File: config.mk
export PLATFORM = sky130hd
export DESIGN_NAME = ser_shift_engine
export DESIGN_NICKNAME = d
export VERILOG_FILES = /design/src/rtl/ssi_pkg.sv /design/src/rtl/ssi_sync.sv /design/src/rtl/ssi_clk_sel.sv /design/src/rtl/ssi_shifter.sv /design/src/rtl/ssi_edge_cnt.sv /design/src/rtl/ssi_bus_cond.sv /design/src/rtl/ser_shift_engine.sv
export SDC_FILE = /design/constraint.sdc
export NUM_CORES = 1
export LEC_CHECK = 0
export BUFFER_PORTS_ARGS = -buffer_cell sky130_fd_sc_hd__buf_2
export CORE_MARGIN = 8
export CORE_UTILIZATION = 40
export CTS_BUF_LIST = sky130_fd_sc_hd__clkbuf_4
export CTS_CLUSTER_DIAMETER = 150
export DETAILED_ROUTE_END_ITERATION = 12
export PLACE_DENSITY = 0.67
export SYNTH_ARGS = -nofsm -noshare
export SYNTH_HDL_FRONTEND = slang
export SYNTH_SLANG_ARGS = --single-unit
File: constraint.sdc
create_clock -name clk -period 3.7 [get_ports clk]
set_input_delay 0.555 -clock clk [delete_from_list [all_inputs] [get_ports clk]]
set_output_delay 0.555 -clock clk [all_outputs]
set_load 0.02 [all_outputs]
File: src/rtl/ssi_pkg.sv
package ssi_pkg;
  typedef enum logic [1:0] {
    WM_OFF   = 2'b00,
    WM_THREE = 2'b01,
    WM_TWO   = 2'b10,
    WM_TWO_B = 2'b11
  } wire_mode_e;

  typedef enum logic [1:0] {
    CS_SOFT     = 2'b00,
    CS_HALT     = 2'b01,
    CS_EXT_RISE = 2'b10,
    CS_EXT_FALL = 2'b11
  } clk_src_e;

  typedef struct packed {
    logic sample;
    logic launch;
    logic count;
  } clk_evt_t;
endpackage

File: src/rtl/ssi_sync.sv
module ssi_sync #(
  parameter int W      = 2,
  parameter int STAGES = 2
) (
  input  logic         clk,
  input  logic         rst_n,
  input  logic [W-1:0] d,
  output logic [W-1:0] q,
  output logic [W-1:0] q_prev
);
  logic [STAGES:0][W-1:0] st;

  always_ff @(posedge clk or negedge rst_n) begin
    if (!rst_n) st <= '0;
    else        st <= {st[STAGES-1:0], d};
  end

  assign q      = st[STAGES-1];
  assign q_prev = st[STAGES];
endmodule

File: src/rtl/ssi_clk_sel.sv
module ssi_clk_sel
  import ssi_pkg::*;
(
  input  logic [1:0] clk_src,
  input  logic       sw_strobe,
  input  logic       line_rise,
  input  logic       line_fall,
  output clk_evt_t   evt
);
  always_comb begin
    evt = '0;
    unique case (clk_src_e'(clk_src))
      CS_SOFT: begin
        evt.sample = sw_strobe;
        evt.launch = sw_strobe;
        evt.count  = sw_strobe;
      end
      CS_HALT: evt = '0;
      CS_EXT_RISE: begin
        evt.sample = line_rise;
        evt.launch = line_fall;
        evt.count  = line_rise | line_fall;
      end
      CS_EXT_FALL: begin
        evt.sample = line_fall;
        evt.launch = line_rise;
        evt.count  = line_rise | line_fall;
      end
      default: evt = '0;
    endcase
  end
endmodule

File: src/rtl/ssi_shifter.sv
module ssi_shifter #(
  parameter int DW = 8
) (
  input  logic          clk,
  input  logic          rst_n,
  input  logic          wr,
  input  logic [DW-1:0] wdata,
  input  logic          sample,
  input  logic          launch,
  input  logic          din,
  output logic [DW-1:0] sr,
  output logic          latch
);
  localparam int MSB = DW - 1;

  always_ff @(posedge clk or negedge rst_n) begin
    if (!rst_n) begin
      sr    <= '0;
      latch <= 1'b0;
    end else if (wr) begin
      sr    <= wdata;
      latch <= wdata[MSB];
    end else begin
      if (sample) sr <= {sr[MSB-1:0], din};
      if (launch) latch <= sample ? sr[MSB-1] : sr[MSB];
    end
  end
endmodule

File: src/rtl/ssi_edge_cnt.sv
module ssi_edge_cnt #(
  parameter int CW = 4
) (
  input  logic          clk,
  input  logic          rst_n,
  input  logic          wr,
  input  logic [CW-1:0] wdata,
  input  logic          inc,
  output logic [CW-1:0] cnt,
  output logic          wrap
);
  localparam logic [CW-1:0] CNT_MAX = {CW{1'b1}};

  assign wrap = inc & ~wr & (cnt == CNT_MAX);

  always_ff @(posedge clk or negedge rst_n) begin
    if (!rst_n)   cnt <= '0;
    else if (wr)  cnt <= wdata;
    else if (inc) cnt <= cnt + 1'b1;
  end
endmodule

File: src/rtl/ssi_bus_cond.sv
module ssi_bus_cond (
  input  logic en,
  input  logic dat_now,
  input  logic dat_old,
  input  logic sck_now,
  input  logic sck_old,
  output logic start_evt,
  output logic stop_evt
);
  logic sck_held_high;

  assign sck_held_high = sck_now & sck_old;
  assign start_evt = en & sck_held_high &  dat_old & ~dat_now;
  assign stop_evt  = en & sck_held_high & ~dat_old &  dat_now;
endmodule

File: src/rtl/ser_shift_engine.sv
module ser_shift_engine
  import ssi_pkg::*;
#(
  parameter int DW          = 8,
  parameter int CW          = 4,
  parameter int SYNC_STAGES = 2
) (
  input  logic          clk,
  input  logic          rst_n,
  input  logic [1:0]    wire_mode,
  input  logic [1:0]    clk_src,
  input  logic          data_drive,
  input  logic          clk_drive,
  input  logic          sw_strobe,
  input  logic          sw_toggle,
  input  logic          dr_wr,
  input  logic [DW-1:0] dr_wdata,
  input  logic          cnt_wr,
  input  logic [CW-1:0] cnt_wdata,
  input  logic [2:0]    flag_clr,
  input  logic          dat_i,
  input  logic          sck_i,
  output logic [DW-1:0] dr_rdata,
  output logic [CW-1:0] cnt_o,
  output logic          ovf_flag,
  output logic          start_flag,
  output logic          stop_flag,
  output logic          dat_o,
  output logic          dat_oe,
  output logic          sck_o,
  output logic          sck_oe
);
  localparam int NLINES = 2;
  localparam int LN_DAT = 0;
  localparam int LN_SCK = 1;
  localparam int CLR_OVF = 0;
  localparam int CLR_STA = 1;
  localparam int CLR_STO = 2;

  logic [NLINES-1:0]    line_now, line_old;
  logic [SYNC_STAGES:0] arm_q;
  logic                 armed;
  logic                 sck_rise, sck_fall;
  clk_evt_t             evt;
  logic                 latch_q;
  logic                 cnt_wrap;
  logic                 start_evt, stop_evt;
  logic                 two_wire;
  logic                 clk_port_q;

  ssi_sync #(.W(NLINES), .STAGES(SYNC_STAGES)) u_sync (
    .clk    (clk),
    .rst_n  (rst_n),
    .d      ({sck_i, dat_i}),
    .q      (line_now),
    .q_prev (line_old)
  );

  // Edge and condition detection waits until the synchroniser holds real samples.
  always_ff @(posedge clk or negedge rst_n) begin
    if (!rst_n) arm_q <= '0;
    else        arm_q <= {arm_q[SYNC_STAGES-1:0], 1'b1};
  end
  assign armed = arm_q[SYNC_STAGES];

  assign sck_rise = armed &  line_now[LN_SCK] & ~line_old[LN_SCK];
  assign sck_fall = armed & ~line_now[LN_SCK] &  line_old[LN_SCK];

  ssi_clk_sel u_csel (
    .clk_src   (clk_src),
    .sw_strobe (sw_strobe),
    .line_rise (sck_rise),
    .line_fall (sck_fall),
    .evt       (evt)
  );

  ssi_shifter #(.DW(DW)) u_shift (
    .clk    (clk),
    .rst_n  (rst_n),
    .wr     (dr_wr),
    .wdata  (dr_wdata),
    .sample (evt.sample),
    .launch (evt.launch),
    .din    (line_now[LN_DAT]),
    .sr     (dr_rdata),
    .latch  (latch_q)
  );

  ssi_edge_cnt #(.CW(CW)) u_cnt (
    .clk   (clk),
    .rst_n (rst_n),
    .wr    (cnt_wr),
    .wdata (cnt_wdata),
    .inc   (evt.count),
    .cnt   (cnt_o),
    .wrap  (cnt_wrap)
  );

  assign two_wire = wire_mode[1];

  ssi_bus_cond u_cond (
    .en        (two_wire & armed),
    .dat_now   (line_now[LN_DAT]),
    .dat_old   (line_old[LN_DAT]),
    .sck_now   (line_now[LN_SCK]),
    .sck_old   (line_old[LN_SCK]),
    .start_evt (start_evt),
    .stop_evt  (stop_evt)
  );

  // Flags: a set in the same cycle as a clear wins.
  always_ff @(posedge clk or negedge rst_n) begin
    if (!rst_n) begin
      ovf_flag   <= 1'b0;
      start_flag <= 1'b0;
      stop_flag  <= 1'b0;
    end else begin
      ovf_flag   <= cnt_wrap  | (ovf_flag   & ~flag_clr[CLR_OVF]);
      start_flag <= start_evt | (start_flag & ~flag_clr[CLR_STA]);
      stop_flag  <= stop_evt  | (stop_flag  & ~flag_clr[CLR_STO]);
    end
  end

  always_ff @(posedge clk or negedge rst_n) begin
    if (!rst_n)         clk_port_q <= 1'b1;
    else if (sw_toggle) clk_port_q <= ~clk_port_q;
  end

  always_comb begin
    dat_o  = 1'b0;
    dat_oe = 1'b0;
    sck_o  = 1'b0;
    sck_oe = 1'b0;
    unique case (wire_mode_e'(wire_mode))
      WM_OFF: ;
      WM_THREE: begin
        dat_o  = latch_q;
        dat_oe = data_drive;
        sck_o  = clk_port_q;
        sck_oe = clk_drive;
      end
      WM_TWO, WM_TWO_B: begin
        dat_oe = data_drive & ~latch_q;
        sck_oe = clk_drive & ~clk_port_q;
      end
      default: ;
    endcase
  end
endmodule

==> impl_metrics.yaml <==
status:
  run_status: "finished clean"
setup_path:
  critical-path-slowest-cell: "sky130_fd_sc_hd__dfstp_2"
  criticalPathCategory: "flip-flop to output port"
  critical_path_buf_inv_count: 1
  worst_r2r_path_depth: 4
  worst-r2r-setup-slack_ns: 2.13
  timing.critical_path.to: "sck_oe"
  worstPathMaxFanout: 3
  worst_setup_path_startpoint: "clk_port_q$_DFFE_PN1P_"
  timing.rr.end: "u_shift.latch$_DFFE_PN0P_"
  timing.rr.start: "u_sync.q[1]$_DFF_PN0_"
  critical_path.cell_chain: "nor2b_1 > o21a_1 > buf_2"
  crit_path_max_incr_delay_ns: 0.58
  critical_path.endpoint_type: "output port"
  critical_path_cell_count: 3
  required_ns: 3.14
  startpoint_type: "flip-flop"
  arrival_ns: 1.25
  timing.critical_path.max_delay_family: "flip-flops"
placement:
  detailedPlacementHpwl_um: 2380
  place_area_mm2: 0.00153
  gp_routability_congestion: 0.735
  place.port_buffers: 47
  place_ws_ns: 1.83
routing:
  detailedRoute.firstIterationViolations: 50
  routed_wirelength_um: 3000
  viasPerCell: 5.01
  detailedRoute.firstPassIterationCount: 4
  antenna_violating_nets_post_route: 0
  route.vias.total: 1058
  post-route-drc-count: 0
  wire_per_inst_um: 14.2
global_route:
  grt_resource_usage_total_pct: 11.6
  grt_pass1_wl_um: 4920
  grt_max_degree: 27
  antenna_found_initial: 0
  grt_pass1_vias: 1115
  grt.overflow.total: 0
clocking:
  tritoncts: "done"
  clock_tree.htree_level_count: 1
  numCtsBuffers: 3
  cts-hold-fix-buffers: 0
  largest_buffer_count_on_any_clock_path: 2
  worst_setup_hold_path_clk_slew_ns: 0.14
  clk_latency_ns: 0.32
  cts_resized: 0
  cts-root-buf: "sky130_fd_sc_hd__clkbuf_4"
  clkSinkCount: 26
  post_cts_buffers: 0
power:
  cell_internal_power_w: 0.000488
  clock_power_share_pct: 28.4
  p_seq_share_pct: 50.0
  worst_ir_drop_vdd_v: 0.000193
  power.net_switching_w: 0.000191
  switching_share_pct: 28.1
  p_total_w: 0.000679
  power_per_cell_area_mw_per_mm2: 430
  power.static_leakage_nw: 0.754
  comb_power_share_pct: 21.6
timing:
  slew_viol_final: 0
  post_route_fraction_of_the_period_consumed_by_the_critical_path_pct: 48.7
  finalHoldViolCount: 0
  timing.slew.headroom_pct: 62.2
  clock-skew-final_ns: 0.00746
  setup_total_negative_slack_ns: 0
  worst-slew-pin-transition_ns: 0.567
  max_clock_freq_ghz: 0.555
  post-route-worst-setup-slack_ns: 1.90
  unrepaired_setup_endpoints_after_global_routing: "false"
  setup_violations: 0
  period_needed_ns: 1.80
synthesis:
  yosys.area.top_type_share_pct: 49.7
  synth_nets: 150
  number_of_flops_mapped_to_enable_cells_by_yosys: 0
  yosysUniqueCellTypes: 41
  post_synth_inst_count: 120
  post_syn_area_mm2: 0.00126
  ys_async_sr_fraction_pct: 100
  ys_seq_elements: 26
  yosys-top-cells-area: "sky130_fd_sc_hd__dfrtp_1, sky130_fd_sc_hd__nor2b_1, sky130_fd_sc_hd__nand3_1"
  post_synth.cell_area_avg_um2: 10.5
  dominantRegCellSynth: "sky130_fd_sc_hd__dfrtp_1"
  synth.largest_area_cell: "sky130_fd_sc_hd__dfrtp_1"
  synth.yosys.seq_area_share_pct: 51.7
  ys_warn_count: 0
final_layout:
  layout.nets: 198
  mostFrequentLayoutCell: "sky130_fd_sc_hd__buf_2"
  final_core_util_pct: 52.2
  fillerInstances: 292
  fin_area_mm2: 0.00158
  seq_area_um2: 652
  diodes: 0
  layout-drive-gt1-share_pct: 34.1
  layout.cells.most_common_list: "sky130_fd_sc_hd__buf_2, sky130_fd_sc_hd__dfrtp_1, sky130_fd_sc_hd__nand2_1"
  synthToLayoutAreaGrowth_pct: 25.4
  multi_input_combinational_cell_area_um2: 559
floorplan:
  die_height_um: 72.1
  row_count: 20
  fp.dieArea_mm2: 0.00520
  num_io_pins: 48
  die_w_um: 72.1
  design.core.area_mm2: 0.00303
  start_util_pct: 41.6
flow_run:
  max_cap_viol_count: 0
min_path:
  hold_class: "primary input to asynchronous set/reset pin"
==> cell usage after synthesis, types with 2 or more instances <==
cell type and n:
sky130_fd_sc_hd__dfrtp_1 25, sky130_fd_sc_hd__nand2_1 13, sky130_fd_sc_hd__nand3_1 10, sky130_fd_sc_hd__nor2b_1 10, sky130_fd_sc_hd__inv_1 7, sky130_fd_sc_hd__o21ai_0 6, sky130_fd_sc_hd__mux2i_1 3, sky130_fd_sc_hd__a22oi_1 2
sky130_fd_sc_hd__and2_1 2, sky130_fd_sc_hd__clkbuf_1 2, sky130_fd_sc_hd__nand4_1 2, sky130_fd_sc_hd__nor3_1 2, sky130_fd_sc_hd__nor3b_2 2, sky130_fd_sc_hd__o21ai_1 2, sky130_fd_sc_hd__o311ai_1 2, sky130_fd_sc_hd__o31ai_1 2
sky130_fd_sc_hd__o32ai_1 2, sky130_fd_sc_hd__or3b_1 2, sky130_fd_sc_hd__xnor2_1 2
==> kinds of logic after synthesis <==
group / synth area share (%)
compound gates: 15.7
xor+xnor: 2.09
fa+ha+maj: 0.993
buf+inv: 3.87
flops: 51.7
mux: 2.38
other cells: 0.298
simple gates: 22.9
==> metal layers <==
metal / GRT usage (%) / up-vias / part of all wire [%]
li1: - / 519 / -
met1: 14.3 / 507 / 46
met2: 18.8 / 30 / 46
met3: 3.58 / 2 / 7.8
met4: 3.63 / 0 / 0.37
met5: 0 / - / 0
==> flip-flops by register name (all words and copies together) (netlist names) <==
signal and flops:
u_shift.sr 8, stop_flag 1, u_shift.latch 1, u_sync.q 2
ovf_flag 1, u_cnt.cnt 4, clk_port_q 1, arm_q 3
u_sync.st 2, start_flag 1, u_sync.q_prev 2
==> how the worst min path moves through the flow <==
stage / start / to / slack [ns]
after floorplan: rst_n / arm_q[0]$_DFF_PN0_ / 0.26
after detailed placement: arm_q[0]$_DFF_PN0_ / arm_q[1]$_DFF_PN0_ / 0.34
after global placement: arm_q[0]$_DFF_PN0_ / arm_q[1]$_DFF_PN0_ / 0.33
final: rst_n / u_shift.sr[7]$_DFFE_PN0P_ / 0.20
after CTS: rst_n / u_shift.sr[7]$_DFFE_PN0P_ / 0.23
after global routing: rst_n / u_shift.sr[7]$_DFFE_PN0P_ / 0.24
==> power by group through the flow <==
| stage | combinational (W) | clock, W | sequential, W |
|---|---|---|---|
| final | 0.000147 | 0.000193 | 0.000339 |
| after global routing | 0.000160 | 0.000207 | 0.000344 |
| after CTS | 0.000150 | 0.000198 | 0.000340 |
| after detailed placement | 0.000149 | 0 | 0.000346 |
| after global placement | 0.000144 | 0 | 0.000344 |
| after floorplan | 0.0000709 | 0 | 0.000362 |
==> worst reg2reg max path: stages, from the launching register on <==
cell	delay, ns
sky130_fd_sc_hd__dfrtp_1	0.47
sky130_fd_sc_hd__and3b_1	0.24
sky130_fd_sc_hd__o21ba_2	0.27
sky130_fd_sc_hd__nor4_1	0.34
sky130_fd_sc_hd__o31ai_1	0.14
==> metrics by stage <==
stage | std cells | hold WS, ns
finish | 211 | 0.203
global route | 211 | 0.238
CTS | 211 | 0.227
detailed placement | 207 | 0.336
global placement | 207 | 0.333
floorplan | 120 | 0.259
==> layout make-up <==
class | instances | share of cell area, %
Timing Repair Buffer | 47 | 14.9
Clock inverter | 1 | 1.90
Inverter | 7 | 1.66
Clock buffer | 3 | 1.43
Multi-Input combinational cell | 83 | 35.4
Sequential cell | 26 | 41.3
Tap cell | 44 | 3.48
Note: power is estimated with default switching activity, not from simulation.
